**src/rtl/stat_bank_pkg.sv**
```systemverilog
package stat_bank_pkg;
  localparam int REG_W  = 8;
  localparam int ADDR_W = 3;

  typedef enum logic [ADDR_W-1:0] {
    A_TRIP     = 3'd0,
    A_TRIP_EN  = 3'd1,
    A_STATE    = 3'd2,
    A_STATE_EN = 3'd3,
    A_SEV      = 3'd4,
    A_SEV_EN   = 3'd5,
    A_SRQ_EN   = 3'd6,
    A_POLL_EN  = 3'd7
  } reg_addr_e;

  // trip register bit positions
  localparam int TRIP_FAULT_BIT = 7;
  localparam int TRIP_OCP_BIT   = 2;
  localparam int TRIP_OVP_BIT   = 1;
  localparam int TRIP_OPP_BIT   = 0;

  // standard event register bit positions
  localparam int SEV_QRY_BIT = 2;
  localparam int SEV_DEV_BIT = 3;
  localparam int SEV_EXE_BIT = 4;
  localparam int SEV_CMD_BIT = 5;

  // status byte bit positions
  localparam int STB_TRIP_BIT  = 0;
  localparam int STB_STATE_BIT = 1;
  localparam int STB_SEV_BIT   = 5;
  localparam int STB_RQS_BIT   = 6;

  localparam logic [REG_W-1:0] TRIP_LIVE_MASK = 8'h87;
  localparam logic [REG_W-1:0] SEV_LIVE_MASK  = 8'h3C;
endpackage

```
**src/rtl/stat_event_reg.sv**
```systemverilog
module stat_event_reg #(
  parameter int W = 8,
  parameter logic [W-1:0] LIVE = '1
) (
  input  logic         clk,
  input  logic         rst,
  input  logic [W-1:0] set_i,
  input  logic         clr_i,
  output logic [W-1:0] q_o
);
  logic [W-1:0] q_r;

  // a set in the clearing cycle survives the clear
  always_ff @(posedge clk) begin
    if (rst) q_r <= '0;
    else     q_r <= ((clr_i ? '0 : q_r) | set_i) & LIVE;
  end

  assign q_o = q_r;
endmodule

```
**src/rtl/stat_summary.sv**
```systemverilog
module stat_summary
  import stat_bank_pkg::*;
(
  input  logic             clk,
  input  logic             rst,
  input  logic [REG_W-1:0] trip_i,
  input  logic [REG_W-1:0] trip_en_i,
  input  logic [REG_W-1:0] state_i,
  input  logic [REG_W-1:0] state_en_i,
  input  logic [REG_W-1:0] sev_i,
  input  logic [REG_W-1:0] sev_en_i,
  input  logic [REG_W-1:0] srq_en_i,
  input  logic [REG_W-1:0] poll_en_i,
  output logic [REG_W-1:0] stb_o,
  output logic             srq_o,
  output logic             ist_o
);
  logic [REG_W-1:0] base, full;
  logic             rqs;
  logic [REG_W-1:0] stb_q;
  logic             srq_q, ist_q;

  always_comb begin
    base                = '0;
    base[STB_TRIP_BIT]  = |(trip_i & trip_en_i);
    base[STB_STATE_BIT] = |(state_i & state_en_i);
    base[STB_SEV_BIT]   = |(sev_i & sev_en_i);
    rqs                 = |(base & srq_en_i);
    full                = base;
    full[STB_RQS_BIT]   = rqs;
  end

  always_ff @(posedge clk) begin
    if (rst) begin
      stb_q <= '0;
      srq_q <= 1'b0;
      ist_q <= 1'b0;
    end else begin
      stb_q <= full;
      srq_q <= rqs;
      ist_q <= |(full & poll_en_i);
    end
  end

  assign stb_o = stb_q;
  assign srq_o = srq_q;
  assign ist_o = ist_q;
endmodule

```
**src/rtl/stat_instance.sv**
```systemverilog
module stat_instance
  import stat_bank_pkg::*;
(
  input  logic              clk,
  input  logic              rst,
  input  logic [REG_W-1:0]  trip_set_i,
  input  logic [REG_W-1:0]  sev_set_i,
  input  logic [REG_W-1:0]  state_i,
  input  logic              rd_i,
  input  logic              wr_i,
  input  logic [ADDR_W-1:0] addr_i,
  input  logic [REG_W-1:0]  wdata_i,
  output logic [REG_W-1:0]  rdata_o,
  output logic [REG_W-1:0]  stb_o,
  output logic              srq_o,
  output logic              ist_o
);
  reg_addr_e        sel;
  logic [REG_W-1:0] trip_q, sev_q;
  logic [REG_W-1:0] trip_en_q, state_en_q, sev_en_q, srq_en_q, poll_en_q;
  logic [REG_W-1:0] rd_val, rdata_q;

  assign sel = reg_addr_e'(addr_i);

  stat_event_reg #(.W(REG_W), .LIVE(TRIP_LIVE_MASK)) u_trip (
    .clk(clk), .rst(rst), .set_i(trip_set_i),
    .clr_i(rd_i && sel == A_TRIP), .q_o(trip_q));

  stat_event_reg #(.W(REG_W), .LIVE(SEV_LIVE_MASK)) u_sev (
    .clk(clk), .rst(rst), .set_i(sev_set_i),
    .clr_i(rd_i && sel == A_SEV), .q_o(sev_q));

  // mask registers; read-only addresses fall through to default
  always_ff @(posedge clk) begin
    if (rst) begin
      trip_en_q  <= '0;
      state_en_q <= '0;
      sev_en_q   <= '0;
      srq_en_q   <= '0;
      poll_en_q  <= '0;
    end else if (wr_i) begin
      case (sel)
        A_TRIP_EN:  trip_en_q  <= wdata_i;
        A_STATE_EN: state_en_q <= wdata_i;
        A_SEV_EN:   sev_en_q   <= wdata_i;
        A_SRQ_EN:   srq_en_q   <= wdata_i;
        A_POLL_EN:  poll_en_q  <= wdata_i;
        default:    ;
      endcase
    end
  end

  always_comb begin
    case (sel)
      A_TRIP:     rd_val = trip_q;
      A_TRIP_EN:  rd_val = trip_en_q;
      A_STATE:    rd_val = state_i;
      A_STATE_EN: rd_val = state_en_q;
      A_SEV:      rd_val = sev_q;
      A_SEV_EN:   rd_val = sev_en_q;
      A_SRQ_EN:   rd_val = srq_en_q;
      default:    rd_val = poll_en_q;
    endcase
  end

  always_ff @(posedge clk) begin
    if (rst)       rdata_q <= '0;
    else if (rd_i) rdata_q <= rd_val;
  end

  assign rdata_o = rdata_q;

  stat_summary u_sum (
    .clk(clk), .rst(rst),
    .trip_i(trip_q), .trip_en_i(trip_en_q),
    .state_i(state_i), .state_en_i(state_en_q),
    .sev_i(sev_q), .sev_en_i(sev_en_q),
    .srq_en_i(srq_en_q), .poll_en_i(poll_en_q),
    .stb_o(stb_o), .srq_o(srq_o), .ist_o(ist_o));
endmodule

```
**src/rtl/status_bank.sv**
```systemverilog
module status_bank
  import stat_bank_pkg::*;
#(
  parameter int NUM_INST = 6,
  localparam int AW = NUM_INST * ADDR_W,
  localparam int DW = NUM_INST * REG_W
) (
  input  logic                clk,
  input  logic                rst,
  input  logic                trip_fault_i,
  input  logic                trip_ocp_i,
  input  logic                trip_ovp_i,
  input  logic                trip_opp_i,
  input  logic [NUM_INST-1:0] cmd_err_i,
  input  logic [NUM_INST-1:0] exe_err_i,
  input  logic [NUM_INST-1:0] qry_err_i,
  input  logic [NUM_INST-1:0] dev_err_i,
  input  logic [REG_W-1:0]    state_i,
  input  logic [NUM_INST-1:0] rd_i,
  input  logic [NUM_INST-1:0] wr_i,
  input  logic [AW-1:0]       addr_i,
  input  logic [DW-1:0]       wdata_i,
  output logic [DW-1:0]       rdata_o,
  output logic [DW-1:0]       stb_o,
  output logic [NUM_INST-1:0] srq_o,
  output logic [NUM_INST-1:0] ist_o
);
  logic [REG_W-1:0] trip_set;

  always_comb begin
    trip_set                 = '0;
    trip_set[TRIP_FAULT_BIT] = trip_fault_i;
    trip_set[TRIP_OCP_BIT]   = trip_ocp_i;
    trip_set[TRIP_OVP_BIT]   = trip_ovp_i;
    trip_set[TRIP_OPP_BIT]   = trip_opp_i;
  end

  for (genvar g = 0; g < NUM_INST; g++) begin : g_inst
    logic [REG_W-1:0] sev_set;

    always_comb begin
      sev_set              = '0;
      sev_set[SEV_QRY_BIT] = qry_err_i[g];
      sev_set[SEV_DEV_BIT] = dev_err_i[g];
      sev_set[SEV_EXE_BIT] = exe_err_i[g];
      sev_set[SEV_CMD_BIT] = cmd_err_i[g];
    end

    stat_instance u_inst (
      .clk(clk), .rst(rst),
      .trip_set_i(trip_set), .sev_set_i(sev_set), .state_i(state_i),
      .rd_i(rd_i[g]), .wr_i(wr_i[g]),
      .addr_i(addr_i[g*ADDR_W +: ADDR_W]),
      .wdata_i(wdata_i[g*REG_W +: REG_W]),
      .rdata_o(rdata_o[g*REG_W +: REG_W]),
      .stb_o(stb_o[g*REG_W +: REG_W]),
      .srq_o(srq_o[g]), .ist_o(ist_o[g]));
  end
endmodule

```
**config.mk**
```make
export PLATFORM = sky130hd
export DESIGN_NAME = status_bank
export DESIGN_NICKNAME = d
export VERILOG_FILES = /design/src/rtl/stat_bank_pkg.sv /design/src/rtl/stat_event_reg.sv /design/src/rtl/stat_summary.sv /design/src/rtl/stat_instance.sv /design/src/rtl/status_bank.sv
export SDC_FILE = /design/constraint.sdc
export NUM_CORES = 1
export LEC_CHECK = 0
export BUFFER_PORTS_ARGS = -buffer_cell sky130_fd_sc_hd__buf_2
export CAP_MARGIN = 10
export CORE_ASPECT_RATIO = 1.4
export CORE_UTILIZATION = 60
export CTS_BUF_LIST = sky130_fd_sc_hd__clkbuf_4 sky130_fd_sc_hd__clkbuf_8 sky130_fd_sc_hd__clkbuf_16
export DETAILED_ROUTE_END_ITERATION = 7
export HOLD_SLACK_MARGIN = 0.15
export PLACE_DENSITY = 0.82
export SYNTH_ARGS = -nofsm -noshare
export SYNTH_HDL_FRONTEND = slang
export SYNTH_HIERARCHICAL = 1
export SYNTH_SLANG_ARGS = --single-unit
```
**constraint.sdc**
```tcl
create_clock -name clk -period 3.24 [get_ports clk]
set_input_delay 0.162 -clock clk [delete_from_list [all_inputs] [get_ports clk]]
set_output_delay 0.162 -clock clk [all_outputs]
set_load 0.05 [all_outputs]
```
# Word level (Yosys, flattened, before mapping)
# Index checks and enable logic that the tools add are counted.
[totals]
wordCells = 258
input_bits = 116
reg_bits = 420
[classes]
n_eq_ne = 42
bitwise = 42
mux = 18
n_reduce_logical = 78
[op_table]
columns = ["cell", "count"]
rows = [
  ["$pmux W8 S7", 6],
  ["$reduce_or A8 Y1", 30],
  ["$and A6 B8 Y8", 12],
  ["$and A8 B8 Y8", 12],
  ["$eq A3 B3 Y1 const B", 24],
  ["$reduce_and A2 Y1", 30],
  ["$and A7 B8 Y8", 6],
  ["$mux W8", 6],
  ["$or A8 B8 Y8", 6],
  ["$eq A3 B2 Y1 const B", 12],
  ["$mux W6", 6],
  ["$or A6 B6 Y6", 6],
  ["$eq A3 B1 Y1 const B", 6],
  ["$logic_not A3 Y1", 6],
  ["$logic_and A1 B1 Y1", 12],
]

# Logic depth before layout (Yosys ltp)
[depth]
word_depth = 6
mapped_depth = 6
ltp_nobuf = 5

# Hierarchy
# The synthesis kept the hierarchy.
[by_module_without_submodules]
columns = ["mod", "seq_area_each_um2", "n_inst", "area_each_um2", "cells_each"]
rows = [
  ["stat_instance", 960.9, 6, 2298.5, 292],
  ["stat_summary", 100.1, 6, 355.3, 34],
  ["stat_event_reg", 80.1, 12, 173.9, 21],
  ["status_bank", 0.0, 1, 3.8, 1],
]

# Worst setup path after synthesis
# OpenSTA, ideal clock, no wires.
[synth_path]
path_kind = "register to register"
from = "reg g_inst[0].u_inst.state_en_q[3]"
to = "reg g_inst[0].u_inst.u_sum.ist_q"
path_slack_ps = 2003
t_arrival_ps = 1104
setup_time_ps = 133
path_stages_with_launch = 5
cell_sequence = "dfxtp_1 a22oi_2 a41oi_2 a222oi_1 o22ai_1"
[synth_between]
elab_chain_cells = 6
[synth_rtl]
columns = ["element", "line_no", "source"]
rows = [
  ["start, declared", "stat_instance.sv:20", "logic [REG_W-1:0] trip_en_q, state_en_q, sev_en_q, srq_en_q, poll_en_q;"],
  ["start signal, assigned", "stat_instance.sv:44", "A_STATE_EN: state_en_q <= wdata_i;"],
  ["$and A8 B8 Y8 (*)", "stat_summary.sv:26", "base[STB_STATE_BIT] = |(state_i & state_en_i);"],
  ["$reduce_or A8 Y1 (*)", "stat_summary.sv:26", ""],
  ["$and A6 B8 Y8", "stat_summary.sv:28", "rqs = |(base & srq_en_i);"],
  ["$reduce_or A8 Y1", "stat_summary.sv:28", ""],
  ["$and A7 B8 Y8 (*)", "stat_summary.sv:41", "ist_q <= |(full & poll_en_i);"],
  ["$reduce_or A8 Y1 (*)", "stat_summary.sv:41", ""],
  ["end signal, assigned", "stat_summary.sv:41", ""],
  ["end, declared", "stat_summary.sv:21", "logic srq_q, ist_q;"],
]
# Mark *: on every way between the ends. The rest lies on a longest branch, timed or not.
# A chain may end at the register's enable or synchronous reset.

# Worst setup path in the final report
[layout_path]
from = "reg g_inst[3].u_inst.u_sev.q_r[3]"
to = "reg g_inst[3].u_inst.u_sum.ist_q"
[layout_between]
elab_chain_cells = 6
[layout_rtl]
columns = ["element", "line_no", "source"]
rows = [
  ["start, declared", "stat_event_reg.sv:11", "logic [W-1:0] q_r;"],
  ["start signal, assigned", "stat_event_reg.sv:16", "else q_r <= ((clr_i ? '0 : q_r) | set_i) & LIVE;"],
  ["$and A6 B8 Y8 (*)", "stat_summary.sv:27", "base[STB_SEV_BIT] = |(sev_i & sev_en_i);"],
  ["$reduce_or A8 Y1 (*)", "stat_summary.sv:27", ""],
  ["$and A6 B8 Y8", "stat_summary.sv:28", ""],
  ["$reduce_or A8 Y1", "stat_summary.sv:28", ""],
  ["$and A7 B8 Y8 (*)", "stat_summary.sv:41", ""],
  ["$reduce_or A8 Y1 (*)", "stat_summary.sv:41", ""],
  ["end signal, assigned", "stat_summary.sv:41", ""],
  ["end, declared", "stat_summary.sv:21", ""],
]
# Marks and branches as above.

==> results.md <==
* Status: complete, no violations
* Power per cell area at 527 mW/mm^2
* Commonest cells after routing, fill and taps aside: nand2_1, dfxtp_1, a21oi_1, buf_2, a221oi_1
* Root buf cell: clkbuf_16
* Unrepaired setup endpoints after global routing: no
* Seq pwr share at 0.440
* Final hold viol count at 0
* ANT cells at 0
* Switch Pwr at 2950 uW
* Peak supply drop at 428 uV
* DR WL met3 at 4180 um
* Die height at 207 um
* DRT Wirelength at 56700 um
* CP Capture Type: flop
* Hold WC Path Type: in2reg
* Slew @ Worst Pin at 888 ps
* Die Area at 0.0307 sq mm
* Fin Clk Skew at 7.30 ps
* Post-detail-place hpwl at 38800 um
* Router iterations before antenna repair at 6
* CTS max path bufs at 3
* Drt initial violations at 1243
* Max Clock Freq at 544 MHz
* Critical path type: reg2reg
* TritonCTS Buffers at 37
* Vias in the first global route at 16800
* Min Tclk post-route at 1840 ps
* Reg clk slew, reported paths at 60 ps
* Via-to-Cell Ratio at 6.18
* Setup violators final at 0
* # IOs at 224
* TritonCTS clock tree: yes
* Core Region at 0.0294 sq mm
* Post-Route M1 WL at 20400 um
* Port buffer count at 199
* Row count at 74
* Met2 WL at 28000 um
* Worst Path Max Fanout at 3
* Clock Latency Late Sink at 530 ps
* CP top delay family: compound AO/OA/AOI/OAI gates
* Via count at 17400
* Final ANT Viol Nets at 0
* Slew Limit Fails at 0
* Max-Cap Viols at 0
* Top routing layer in use: met4
* Fin crit share at 0.567
* Clock power share at 0.423
* Slew headroom at 0.408
* Total number of yosys warnings at 6
* Sw Ratio at 0.270
* Initial antenna violation count at 0
* Synth Instances at 2208
* Initial Util at 0.614
* Largest net degree at the start of global routing at 121
* CP cell instances: a22oi_1 -> a41oi_1 -> a222oi_1 -> o22ai_1
* WP buf/inv at 0
* Mapped Area at 0.0180 sq mm
* H-tree Lvls at 2
* Most common cell after layout, fill and taps aside: nand2_1
* Leak at 0.00806 uW
* Placer congestion estimate at 1.01
* Data arrival time of the critical path at 2220 ps
* Post-DR wirelength/cell at 20.2 um
* Combinational power share at 0.137
* P_int at 7950 uW
* Die X at 148 um
* CP Launch Type: flop
* DRC at 0
* Area growth syn-to-layout at 14.8%
* Gr ovfl total at 0
* Worst path slowest cell: a222oi_1
* Layout Nets at 2521
* First-pass GRT wire length at 87300 um
* TNS Setup at 0 ps
* Post-route cell area at 0.0207 sq mm
* Data required, critical path at 3620 ps
* Syn Area/Cell at 8.16 sq um
* CTS resizes at 0
* Post-DP Area at 0.0184 sq mm
* CP max stage delay at 580 ps
* Layout cells sized above 1 at 0.149
* Clk sink count at 366
* GRT Overall Usage at 0.362
==> registers in the layout, summed over array words and instances (netlist names) <==
| register | cells |
|---|---|
| g_inst.u_inst/u_trip/q_o | 24 |
| g_inst.u_inst/trip_en_q | 48 |
| g_inst.u_inst/u_sum/stb_o | 24 |
| g_inst.u_inst/srq_en_q | 48 |
| g_inst.u_inst/state_en_q | 48 |
| g_inst.u_inst/rdata_o | 48 |
| g_inst.u_inst/u_sev/q_o | 24 |
| g_inst.u_inst/poll_en_q | 48 |
| g_inst.u_inst/u_sum/ist_o | 6 |
| g_inst.u_inst/sev_en_q | 48 |
==> stage by stage <==
step	std cells	hold slack, ps	worst slack (ps)	util	total power, uW
finish	2809	174	1400	0.704	10900
global route	2809	202	1400	0.704	11200
CTS	2809	182	1470	0.704	10900
detailed placement	2652	402	1300	0.628	6250
global placement	2652	398	1320	0.628	6230
floorplan	2262	231	2000	-	5890
==> what timing repair did <==
item	CTS	global route
setup buffers	0	0
hold buffers	94	0
hold endpoints to repair	336	0
==> metal layers <==
metal,up-vias,global-route usage
met5,-,0
met4,0,0.261
met3,294,0.0565
met2,942,0.636
met1,8060,0.397
li1,8066,-
==> final timing paths <==
| check | startpoint | endpoint | slack [ps] | depth (start not counted) |
|---|---|---|---|---|
| max | g_inst[3].u_inst/u_sev/q_o[3] | g_inst[3].u_inst/u_sum/ist_o | 1400 | 4 |
| min | rst | g_inst[5].u_inst/srq_en_q[4] | 170 | 2 |
| max reg2reg | g_inst[3].u_inst/u_sev/q_o[3] | g_inst[3].u_inst/u_sum/ist_o | 1400 | 4 |
| min reg2reg | g_inst[4].u_inst/rdata_o[1] | g_inst[4].u_inst/rdata_o[1] | 440 | 2 |
==> final cells by class <==
| class | instances | area [sq um] |
|---|---|---|
| clock buffers | 53 | 1130 |
| clock inverters | 10 | 184 |
| fillers | 2344 | 8680 |
| inverters | 60 | 225 |
| multi-input cells | 1638 | 9320 |
| flip-flops and latches | 366 | 7330 |
| well taps | 380 | 475 |
| repair buffers | 302 | 2010 |
==> power by group through the flow <==
stage / Combinational (uW) / Clock, uW / Sequential [uW]
after floorplan: 849 / 0 / 5040
after global placement: 1350 / 0 / 4890
after detailed placement: 1360 / 0 / 4890
after CTS: 1460 / 4650 / 4790
after global routing: 1590 / 4830 / 4810
final: 1500 / 4600 / 4800
Note: power is estimated with default switching activity, not from simulation.
